$ cat config.mk
export PLATFORM = sky130hd
export DESIGN_NAME = tcmp_channel
export DESIGN_NICKNAME = d
export VERILOG_FILES = /design/src/rtl/tcmp_pkg.sv /design/src/rtl/tcmp_regif.sv /design/src/rtl/tcmp_match.sv /design/src/rtl/tcmp_pin.sv /design/src/rtl/tcmp_channel.sv
export SDC_FILE = /design/constraint.sdc
export NUM_CORES = 1
export LEC_CHECK = 0
export ABC_AREA = 1
export BUFFER_PORTS_ARGS = -buffer_cell sky130_fd_sc_hd__buf_2
export CORE_MARGIN = 4
export CORE_UTILIZATION = 50
export DETAILED_ROUTE_END_ITERATION = 12
export PLACE_DENSITY = 0.79
export SYNTH_ARGS = -nofsm -noshare
export SYNTH_HDL_FRONTEND = slang
export SYNTH_SLANG_ARGS = --single-unit
$ cat constraint.sdc
create_clock -name clk -period 2.7 [get_ports clk]
set_input_delay 0 -clock clk [delete_from_list [all_inputs] [get_ports clk]]
set_output_delay 0 -clock clk [all_outputs]
set_load 0.03 [all_outputs]
$ cat src/rtl/tcmp_pkg.sv
package tcmp_pkg;
   typedef enum logic [1:0] {
      PIN_OFF = 2'b00,
      PIN_TOG = 2'b01,
      PIN_CLR = 2'b10,
      PIN_SET = 2'b11
   } pin_act_e;

   localparam logic [1:0] ADDR_LO  = 2'd0;
   localparam logic [1:0] ADDR_HI  = 2'd1;
   localparam logic [1:0] ADDR_CTL = 2'd2;

   localparam int CTL_CLR_BIT = 0;
   localparam int CTL_IE_BIT  = 1;
endpackage

$ cat src/rtl/tcmp_regif.sv
module tcmp_regif #(
   parameter int CNT_W = 16,
   parameter int BUS_W = 8,
   localparam int HI_W = CNT_W - BUS_W
) (
   input  logic             clk,
   input  logic             rst_n,
   input  logic             bus_we,
   input  logic [1:0]       bus_addr,
   input  logic [BUS_W-1:0] bus_wdata,
   input  logic             buf_mode,
   input  logic             upd_strobe,
   output logic [HI_W-1:0]  tmp_byte,
   output logic [CNT_W-1:0] active_val
);
   import tcmp_pkg::*;

   logic [CNT_W-1:0] stage_q;
   logic [CNT_W-1:0] new_word;
   logic             lo_we;
   logic             hi_we;

   assign lo_we    = bus_we && (bus_addr == ADDR_LO);
   assign hi_we    = bus_we && (bus_addr == ADDR_HI);
   assign new_word = {tmp_byte, bus_wdata};

   always_ff @(posedge clk or negedge rst_n) begin
      if (!rst_n) begin
         tmp_byte <= '0;
      end else if (hi_we) begin
         tmp_byte <= bus_wdata[HI_W-1:0];
      end
   end

   always_ff @(posedge clk or negedge rst_n) begin
      if (!rst_n) begin
         stage_q <= '0;
      end else if (lo_we) begin
         stage_q <= new_word;
      end
   end

   always_ff @(posedge clk or negedge rst_n) begin
      if (!rst_n) begin
         active_val <= '0;
      end else if (!buf_mode && lo_we) begin
         active_val <= new_word;
      end else if (buf_mode && upd_strobe) begin
         active_val <= stage_q;
      end
   end
endmodule

$ cat src/rtl/tcmp_match.sv
module tcmp_match #(
   parameter int CNT_W = 16,
   parameter int BUS_W = 8
) (
   input  logic             clk,
   input  logic             rst_n,
   input  logic             tick,
   input  logic [CNT_W-1:0] cnt,
   input  logic [CNT_W-1:0] active_val,
   input  logic             ctl_we,
   input  logic [BUS_W-1:0] ctl_data,
   input  logic             irq_ack,
   output logic             hit,
   output logic             match_pulse,
   output logic             flag,
   output logic             irq
);
   import tcmp_pkg::*;

   logic ie_q;

   assign hit = tick && (cnt == active_val);

   always_ff @(posedge clk or negedge rst_n) begin
      if (!rst_n) begin
         match_pulse <= 1'b0;
      end else begin
         match_pulse <= hit;
      end
   end

   always_ff @(posedge clk or negedge rst_n) begin
      if (!rst_n) begin
         flag <= 1'b0;
      end else if (hit) begin
         flag <= 1'b1;
      end else if (irq_ack || (ctl_we && ctl_data[CTL_CLR_BIT])) begin
         flag <= 1'b0;
      end
   end

   always_ff @(posedge clk or negedge rst_n) begin
      if (!rst_n) begin
         ie_q <= 1'b0;
      end else if (ctl_we) begin
         ie_q <= ctl_data[CTL_IE_BIT];
      end
   end

   assign irq = flag && ie_q;
endmodule

$ cat src/rtl/tcmp_pin.sv
module tcmp_pin (
   input  logic       clk,
   input  logic       rst_n,
   input  logic       hit,
   input  logic [1:0] pin_mode,
   output logic       pin_out,
   output logic       pin_oe
);
   import tcmp_pkg::*;

   pin_act_e act;
   logic     nxt;

   assign act = pin_act_e'(pin_mode);

   always_comb begin
      unique case (act)
         PIN_TOG: nxt = ~pin_out;
         PIN_CLR: nxt = 1'b0;
         PIN_SET: nxt = 1'b1;
         default: nxt = pin_out;
      endcase
   end

   always_ff @(posedge clk or negedge rst_n) begin
      if (!rst_n) begin
         pin_out <= 1'b0;
      end else if (hit) begin
         pin_out <= nxt;
      end
   end

   assign pin_oe = (act != PIN_OFF);
endmodule

$ cat src/rtl/tcmp_channel.sv
module tcmp_channel #(
   parameter int CNT_W   = 16,
   parameter int BUS_W   = 8,
   parameter bit TOP_SRC = 1'b1,
   localparam int HI_W   = CNT_W - BUS_W
) (
   input  logic             clk,
   input  logic             rst_n,
   input  logic             tick,
   input  logic [CNT_W-1:0] cnt,
   input  logic             upd_strobe,
   input  logic             buf_mode,
   input  logic [1:0]       pin_mode,
   input  logic             bus_we,
   input  logic [1:0]       bus_addr,
   input  logic [BUS_W-1:0] bus_wdata,
   input  logic             irq_ack,
   output logic [HI_W-1:0]  tmp_byte,
   output logic [CNT_W-1:0] active_cmp,
   output logic             cmp_flag,
   output logic             irq,
   output logic             match_pulse,
   output logic             pin_out,
   output logic             pin_oe,
   output logic [CNT_W-1:0] top_value
);
   import tcmp_pkg::*;

   if (CNT_W != 2 * BUS_W) begin : g_bad_width
      $error("tcmp_channel: CNT_W must be twice BUS_W");
   end
   if (BUS_W < 2) begin : g_bad_bus
      $error("tcmp_channel: BUS_W must hold the control bits");
   end

   logic hit;
   logic ctl_we;

   assign ctl_we = bus_we && (bus_addr == ADDR_CTL);

   tcmp_regif #(.CNT_W(CNT_W), .BUS_W(BUS_W)) u_regif (
      .clk        (clk),
      .rst_n      (rst_n),
      .bus_we     (bus_we),
      .bus_addr   (bus_addr),
      .bus_wdata  (bus_wdata),
      .buf_mode   (buf_mode),
      .upd_strobe (upd_strobe),
      .tmp_byte   (tmp_byte),
      .active_val (active_cmp)
   );

   tcmp_match #(.CNT_W(CNT_W), .BUS_W(BUS_W)) u_match (
      .clk         (clk),
      .rst_n       (rst_n),
      .tick        (tick),
      .cnt         (cnt),
      .active_val  (active_cmp),
      .ctl_we      (ctl_we),
      .ctl_data    (bus_wdata),
      .irq_ack     (irq_ack),
      .hit         (hit),
      .match_pulse (match_pulse),
      .flag        (cmp_flag),
      .irq         (irq)
   );

   tcmp_pin u_pin (
      .clk      (clk),
      .rst_n    (rst_n),
      .hit      (hit),
      .pin_mode (pin_mode),
      .pin_out  (pin_out),
      .pin_oe   (pin_oe)
   );

   if (TOP_SRC) begin : g_top_src
      assign top_value = active_cmp;
   end else begin : g_top_max
      assign top_value = '1;
   end
endmodule

==> flow_summary.toml, run 1 <==
[place]
port-buffer-count = 79
place.gp.congestion = 0.899
place_hpwl_um = 4380

[timing]
setup-violations-final = 0
slew_headroom_pct = 35.2
report.final.slew_viol_count = 0
timing.final.crit_share_pct = 46.8
worst_tran_pin_value_ns = 0.972
rsz_0062_raised_after_global_routing = "no"
finalSetupTns_ns = 0
finClkSkew_ns = 0.00601
timing_hold_violations_final = 1
fin_worst_hold_slack_ns = -0.00300
achievable-frequency_ghz = 0.791
post-route-min-period_ns = 1.26

[route]
met2_wl_post_dr_um = 2610
detail_route.wl_per_cell_um = 13.7
top_signal_layer_used = "met4"
wl_met3_um = 563
detailed_route_vias_per_instance = 5.14
route.detailed.drc = 0
met1Wirelength_um = 2420
vias_after_detailed_routing = 2145
postRouteAntennaNets = 0
detailedRoute.firstPassIterationCount = 5
drt_first_iter_violations = 115
post_detailed_routing_wire_length_um = 5690

[setup_path]
timing.critical_path.buf_inv = 1
critical_path_class = "flop to flop"
top_delay_family_on_crit_path = "simple AND/OR/NAND/NOR gates"
timing.critical_path.mode_cell = "nand2_1"
timing.critical_path.required_ns = 2.89
category_of_the_worst_setup_path_capture_point = "flop"
start_kind = "flop"
worstReg2RegStart = "u_regif.active_val[9]$_DFFE_PN0P_"
path_max_fanout = 4
critical_path.slowest_cell = "dfrtp_1"
cp.arrival_ns = 1.45
worstPathCellList = "inv_1 -> nand2_1 -> nand2_1 -> nor2_1 -> nand2_1 -> nor2_1 -> nand4_1 -> nand2_1 -> nand2_1"
r2r_end = "u_pin.pin_out$_DFFE_PN0P_"
critical-path-max-stage-delay_ns = 0.39
logic_depth_of_the_worst_path_buffers_included = 9
timing.reg2reg.worst_path_depth = 9
r2r_slack_ns = 1.44

[final_layout]
diodes = 0
most_common_cell_after_layout_fill_and_taps_aside = "buf_2"
footprint_of_the_multi_input_gates_sq_um = 913
fillerInstances = 393
drive_above_1_share_pct = 26.6
mostFrequentLayoutCells = "buf_2, nand2_1, inv_1"
seq_area_sq_um = 1100
area_growth_syn_to_layout_pct = 19.4
final_net_count = 399

[worst_hold_path]
min_path_cells = 3
whs_endpoint = "u_regif.stage_q[0]$_DFFE_PN0P_"
min_from = "bus_wdata[0]"
min_path_type = "input pin to flop"

[grt]
grt_usage_pct = 19.8
grt_pass1_wl_um = 9400
antenna_found_initial = 0
number_of_global_route_vias_before_repair = 1916
grt_remaining_overflow = 0
grt_start_max_net_pins = 45

[outcome]
failed_checks = "negative hold slack"
outcome = "complete, but fails checks"

[synthesis]
post_syn_area_sq_um = 2380
ys_seq_elements = 44
yosys_warnings = 0
syn-instance-count = 297
post_synthesis_area_per_instance_sq_um = 8.01
ys_types = 26
portion_of_the_post_synthesis_area_used_by_sequential_elements_pct = 46.3
post_synthesis_net_count = 332

[power]
worst_ir_drop_vdd_mv = 0.482
cellPowerDensity_nw_per_um2 = 751
power.total_w = 0.00213
power.static_leakage_nw = 1.61

[job]
max_cap_viol_count = 0

[floorplan]
die_height_um = 77.0
fp.coreArea_sq_um = 4470
placementRows = 24
design.portCount = 80
floorplan.die.width_um = 77.0
die_area_sq_um = 5930
floorplan.initialDensity_pct = 53.2

[clocking]
cts_buffers = 5
postCtsResizedCells = 0
post_cts_buffers = 0
cts_tree = "yes"
clockRootBuffer = "clkbuf_8"
cts_max_path_buffers = 2
clock_tree.htree_level_count = 2
later_pin_clock_latency_in_the_skew_report_ns = 0.29
clkSinkCount = 44
clk_pin_slew_ns = 0.09
==> sequential cells by signal, indices dropped and copies added, names as in the netlist <==
register / flops
u_regif.tmp_byte: 8
u_match.ie_q: 1
u_regif.active_val: 16
u_regif.stage_q: 16
u_match.match_pulse: 1
u_match.flag: 1
u_pin.pin_out: 1
==> tightest hold or removal path, cell delays in order <==
cell and delay, ns:
buf_2 0.12, nand2_1 0.05, o21ai_0 0.08
==> power breakdown <==
group | switching [W] | internal [W] | leakage [nW]
combinational | 0.000511 | 0.000227 | 0.997
clock | 0.000229 | 0.000303 | 0.0614
sequential | 0.0000904 | 0.000774 | 0.550
total | 0.000831 | 0.00130 | 1.61
==> final cells by class <==
class	instances	area share, %
Tap cell	52	2.29
Clock inverter	2	1.37
Multi-Input combinational cell	177	32.1
Sequential cell	44	38.7
Timing Repair Buffer	84	15.7
Clock buffer	6	2.91
Inverter	52	6.87
==> worst max-delay path by stage <==
stage / startpoint / end / slack (ns)
6_report: u_regif.active_val[9]$_DFFE_PN0P_ / u_pin.pin_out$_DFFE_PN0P_ / 1.44
5_1_grt: u_regif.active_val[9]$_DFFE_PN0P_ / u_pin.pin_out$_DFFE_PN0P_ / 1.27
4_1_cts: u_regif.active_val[9]$_DFFE_PN0P_ / u_pin.pin_out$_DFFE_PN0P_ / 1.44
3_5_place_dp: bus_addr[0] / u_regif.active_val[15]$_DFFE_PN0P_ / 1.40
3_3_place_gp: bus_addr[0] / u_regif.active_val[1]$_DFFE_PN0P_ / 1.44
2_1_floorplan: u_regif.active_val[9]$_DFFE_PN0P_ / u_pin.pin_out$_DFFE_PN0P_ / 1.38
==> cells in the mapped netlist <==
library cell	number	area, sq um
nand2_1	75	282
inv_1	51	191
dfrtp_1	44	1100
o21ai_0	23	115
nor2_1	21	78.8
nand3_1	17	85.1
buf_4	16	120
o221ai_1	9	78.8
a21oi_1	6	30.0
xnor2_1	4	35.0
buf_2	3	15.0
nand3b_1	3	22.5
nand4_1	3	18.8
o211ai_2	3	37.5
o221ai_2	3	45.0
buf_6	2	22.5
clkbuf_1	2	7.51
nand2_4	2	22.5
nor3_1	2	10.0
o211ai_1	2	15.0
and3_1	1	6.26
and3b_1	1	8.76
clkbuf_2	1	5.00
inv_2	1	3.75
nor2b_1	1	6.26
nor3_4	1	16.3
==> per-stage QoR <==
step / hold slack (ns) / instance area, sq um / setup WS (ns) / instances / util [%]
CTS: 0.00321 / 2840 / 1.44 / 417 / 63.5
detailed placement: 0.200 / 2670 / 1.40 / 404 / 59.7
finish: -0.00300 / 2840 / 1.44 / 417 / 63.5
floorplan: -0.296 / 2380 / 1.38 / 297 / -
global placement: 0.202 / 2670 / 1.44 / 404 / 59.7
global route: 0.0156 / 2840 / 1.27 / 417 / 63.5
==> what timing repair did <==
action,in CTS,in global routing
hold endpoints to repair,52,0
setup endpoints to repair,0,0
hold buffers,5,0
==> metal layers <==
layer | track usage [%] | vias to the layer above
li1 | - | 1063
met1 | 28.1 | 970
met2 | 30.0 | 104
met3 | 4.68 | 8
met4 | 6.58 | 0
met5 | 0 | -
==> cells by family after synthesis <==
kind of cell | after synthesis | share of synthesized area (%)
flip-flops | 44 | 46.3
buffers and inverters | 76 | 15.4
AO/OA/AOI/OAI | 46 | 13.5
AND/OR/NAND/NOR | 127 | 23.4
XOR/XNOR | 4 | 1.47
No activity file was read; power rests on OpenSTA's default activity.
==> inputs of run 2 (changes only) <==
- CORE_UTILIZATION: 50 -> 45
- PLACE_DENSITY: 0.79 -> 0.75
- clock period: 2.7 -> 1.1 ns (I/O delays scaled with it)
==> run 2 against run 1 <==
Effect of this change: routed wire length rose by 12%; combinational power rose to 3.2 times the previous value; clock power rose by 92%; clock skew barely moved; sequential power rose by 150%; maximum frequency rose by 4.0%; global-route usage rose by 1.0 points; cell count rose by 14%; critical path type unchanged; the run ends with negative setup slack left; critical path depth fell by 2; setup slack got worse by 1.6 ns; highest routed layer unchanged.
==> flow_summary.toml, run 2 (synthesis results as in run 1) <==
[outcome]
outcome = "complete, but fails checks"
failed_checks = "negative setup slack"

[grt]
grt_pass1_wl_um = 10300
grt_start_max_net_pins = 23
globalRoute.busiestLayer = "met2"
antenna_found_initial = 0
number_of_global_route_vias_before_repair = 2208
grt_remaining_overflow = 0
groute.layer.met2.usage_pct = 35.4
globalRouteMet3Util_pct = 3.70
grt_usage_pct = 20.8
global_route.usage.met1_pct = 26.6

[timing]
worst_tran_pin_value_ns = 0.423
slew_headroom_pct = 71.8
timing_hold_violations_final = 0
setup_ws_ns = -0.116
finClkSkew_ns = 0.00581
rsz_0062_raised_after_global_routing = "yes"
setup-violations-final = 4
post-route-min-period_ns = 1.22
achievable-frequency_ghz = 0.823
timing.final.crit_share_pct = 111
report.final.slew_viol_count = 0

[final_layout]
mostFrequentLayoutCells = "buf_2, nand2_1, inv_1"
diodes = 0
largest_registers = "u_regif.active_val: 16 flops, u_regif.stage_q: 16 flops, u_regif.tmp_byte: 8 flops"
final_net_count = 439
most_common_cell_after_layout_fill_and_taps_aside = "buf_2"
final_design_area_no_fill_sq_um = 3260
area_growth_syn_to_layout_pct = 36.8
drive_above_1_share_pct = 42.7

[floorplan]
floorplan.initialDensity_pct = 46.6
fp.coreArea_sq_um = 5110
floorplan.die.width_um = 80.7
die_height_um = 80.7
die_area_sq_um = 6520
design.portCount = 80
placementRows = 26

[power]
worst_ir_drop_vdd_mv = 0.958
power.static_leakage_nw = 1.78
cellPowerDensity_nw_per_um2 = 1690
power.total_w = 0.00549

[setup_path]
r2r_slack_ns = -0.12
critical_path.slowest_cell = "dfrtp_2"
critical_path_class = "flop to flop"
path_max_fanout = 4
category_of_the_worst_setup_path_capture_point = "flop"
start_kind = "flop"
timing.critical_path.mode_cell = "nand2_1"
critical-path-max-stage-delay_ns = 0.45
timing.critical_path.required_ns = 1.30
cp.arrival_ns = 1.41
worstPathCellList = "nand2_2 -> nand2_1 -> nand3b_1 -> nor2_2 -> nand4_1 -> nand2_1 -> nand2_1"

[clocking]
cts_buffers = 5
clockRootBuffer = "clkbuf_8"
clkSinkCount = 44
clk_pin_slew_ns = 0.09
cts_max_path_buffers = 2
cts_tree = "yes"
clock_tree.htree_level_count = 2
later_pin_clock_latency_in_the_skew_report_ns = 0.30

[route]
post_detailed_routing_wire_length_um = 6390
detail_route.wl_per_cell_um = 13.4
detailedRoute.firstPassIterationCount = 4
vias_after_detailed_routing = 2260
detailed_route_vias_per_instance = 4.76
drt_first_iter_violations = 76
postRouteAntennaNets = 0
route.detailed.drc = 0

[place]
post-place-ws_ns = -0.170
place.gp.congestion = 0.897
port-buffer-count = 79
post_dp_cell_area_sq_um = 3010
place_hpwl_um = 5100

[job]
max_cap_viol_count = 0

[worst_hold_path]
min_path_type = "input pin to flop"
## run 2: repair_timing
action                                  4_1_cts  5_1_grt
gates resized for setup                      14       11
hold endpoints to repair                     38        0
endpoints found under the setup margin        3        7
hold buffers                                  6        0
setup buffers                                 3        1
pin swaps                                     6        2
## run 2: final timing paths
path / depth (start not counted) / start / endpoint
worst max-delay path: 7 / u_regif.active_val[15]$_DFFE_PN0P_ / u_pin.pin_out$_DFFE_PN0P_
worst min-delay path: 3 / bus_wdata[5] / u_regif.stage_q[5]$_DFFE_PN0P_
worst min register to register: 2 / u_regif.stage_q[5]$_DFFE_PN0P_ / u_regif.stage_q[5]$_DFFE_PN0P_
max in group asynchronous: 3 / rst_n / u_regif.active_val[0]$_DFFE_PN0P_
worst max register to register: 7 / u_regif.active_val[15]$_DFFE_PN0P_ / u_pin.pin_out$_DFFE_PN0P_
min in group asynchronous: 2 / rst_n / u_regif.stage_q[13]$_DFFE_PN0P_
## run 2: per-stage QoR
stage                     hold WS (ns)  TNS [ns]  util, %  instances
after global placement         -0.0426    -0.446     59.0        459
final                           0.0162    -0.319     63.7        475
after detailed placement       -0.0379    -0.394     59.0        459
after floorplan                 -0.296    -0.123        -        297
after global routing            0.0244    -0.565     63.7        475
after CTS                      0.00909    -0.331     63.2        476
## run 2: per-layer routing
layer | wire length (um) | part of all wire (%) | up-vias
met5 | 0 | 0 | -
li1 | - | - | 1144
met3 | 404 | 6.3 | 9
met2 | 3110 | 49 | 73
met4 | 153 | 2.4 | 0
met1 | 2720 | 43 | 1034
## run 2: final cells by class
cell class                      count  area [sq um]
Multi-Input combinational cell    177           962
Clock buffer                        5          68.8
Timing Repair Buffer              124           797
Fill cell                         457          1850
Tap cell                           70          87.6
Inverter                           52           195
Clock inverter                      3          23.8
Sequential cell                    44          1120
## run 2: worst max-delay path: cells and delay by family, from the launching register on
| kind | cells | cell delay [ns] |
|---|---|---|
| DFF | 1 | 0.45 |
| and+or+nand+nor | 7 | 0.66 |
## run 2: where the power goes
part / internal (W) / total (W) / switching [W]
Clock: 0.000449 / 0.00102 / 0.000573
Combinational: 0.000929 / 0.00233 / 0.00140
Sequential: 0.00192 / 0.00213 / 0.000210
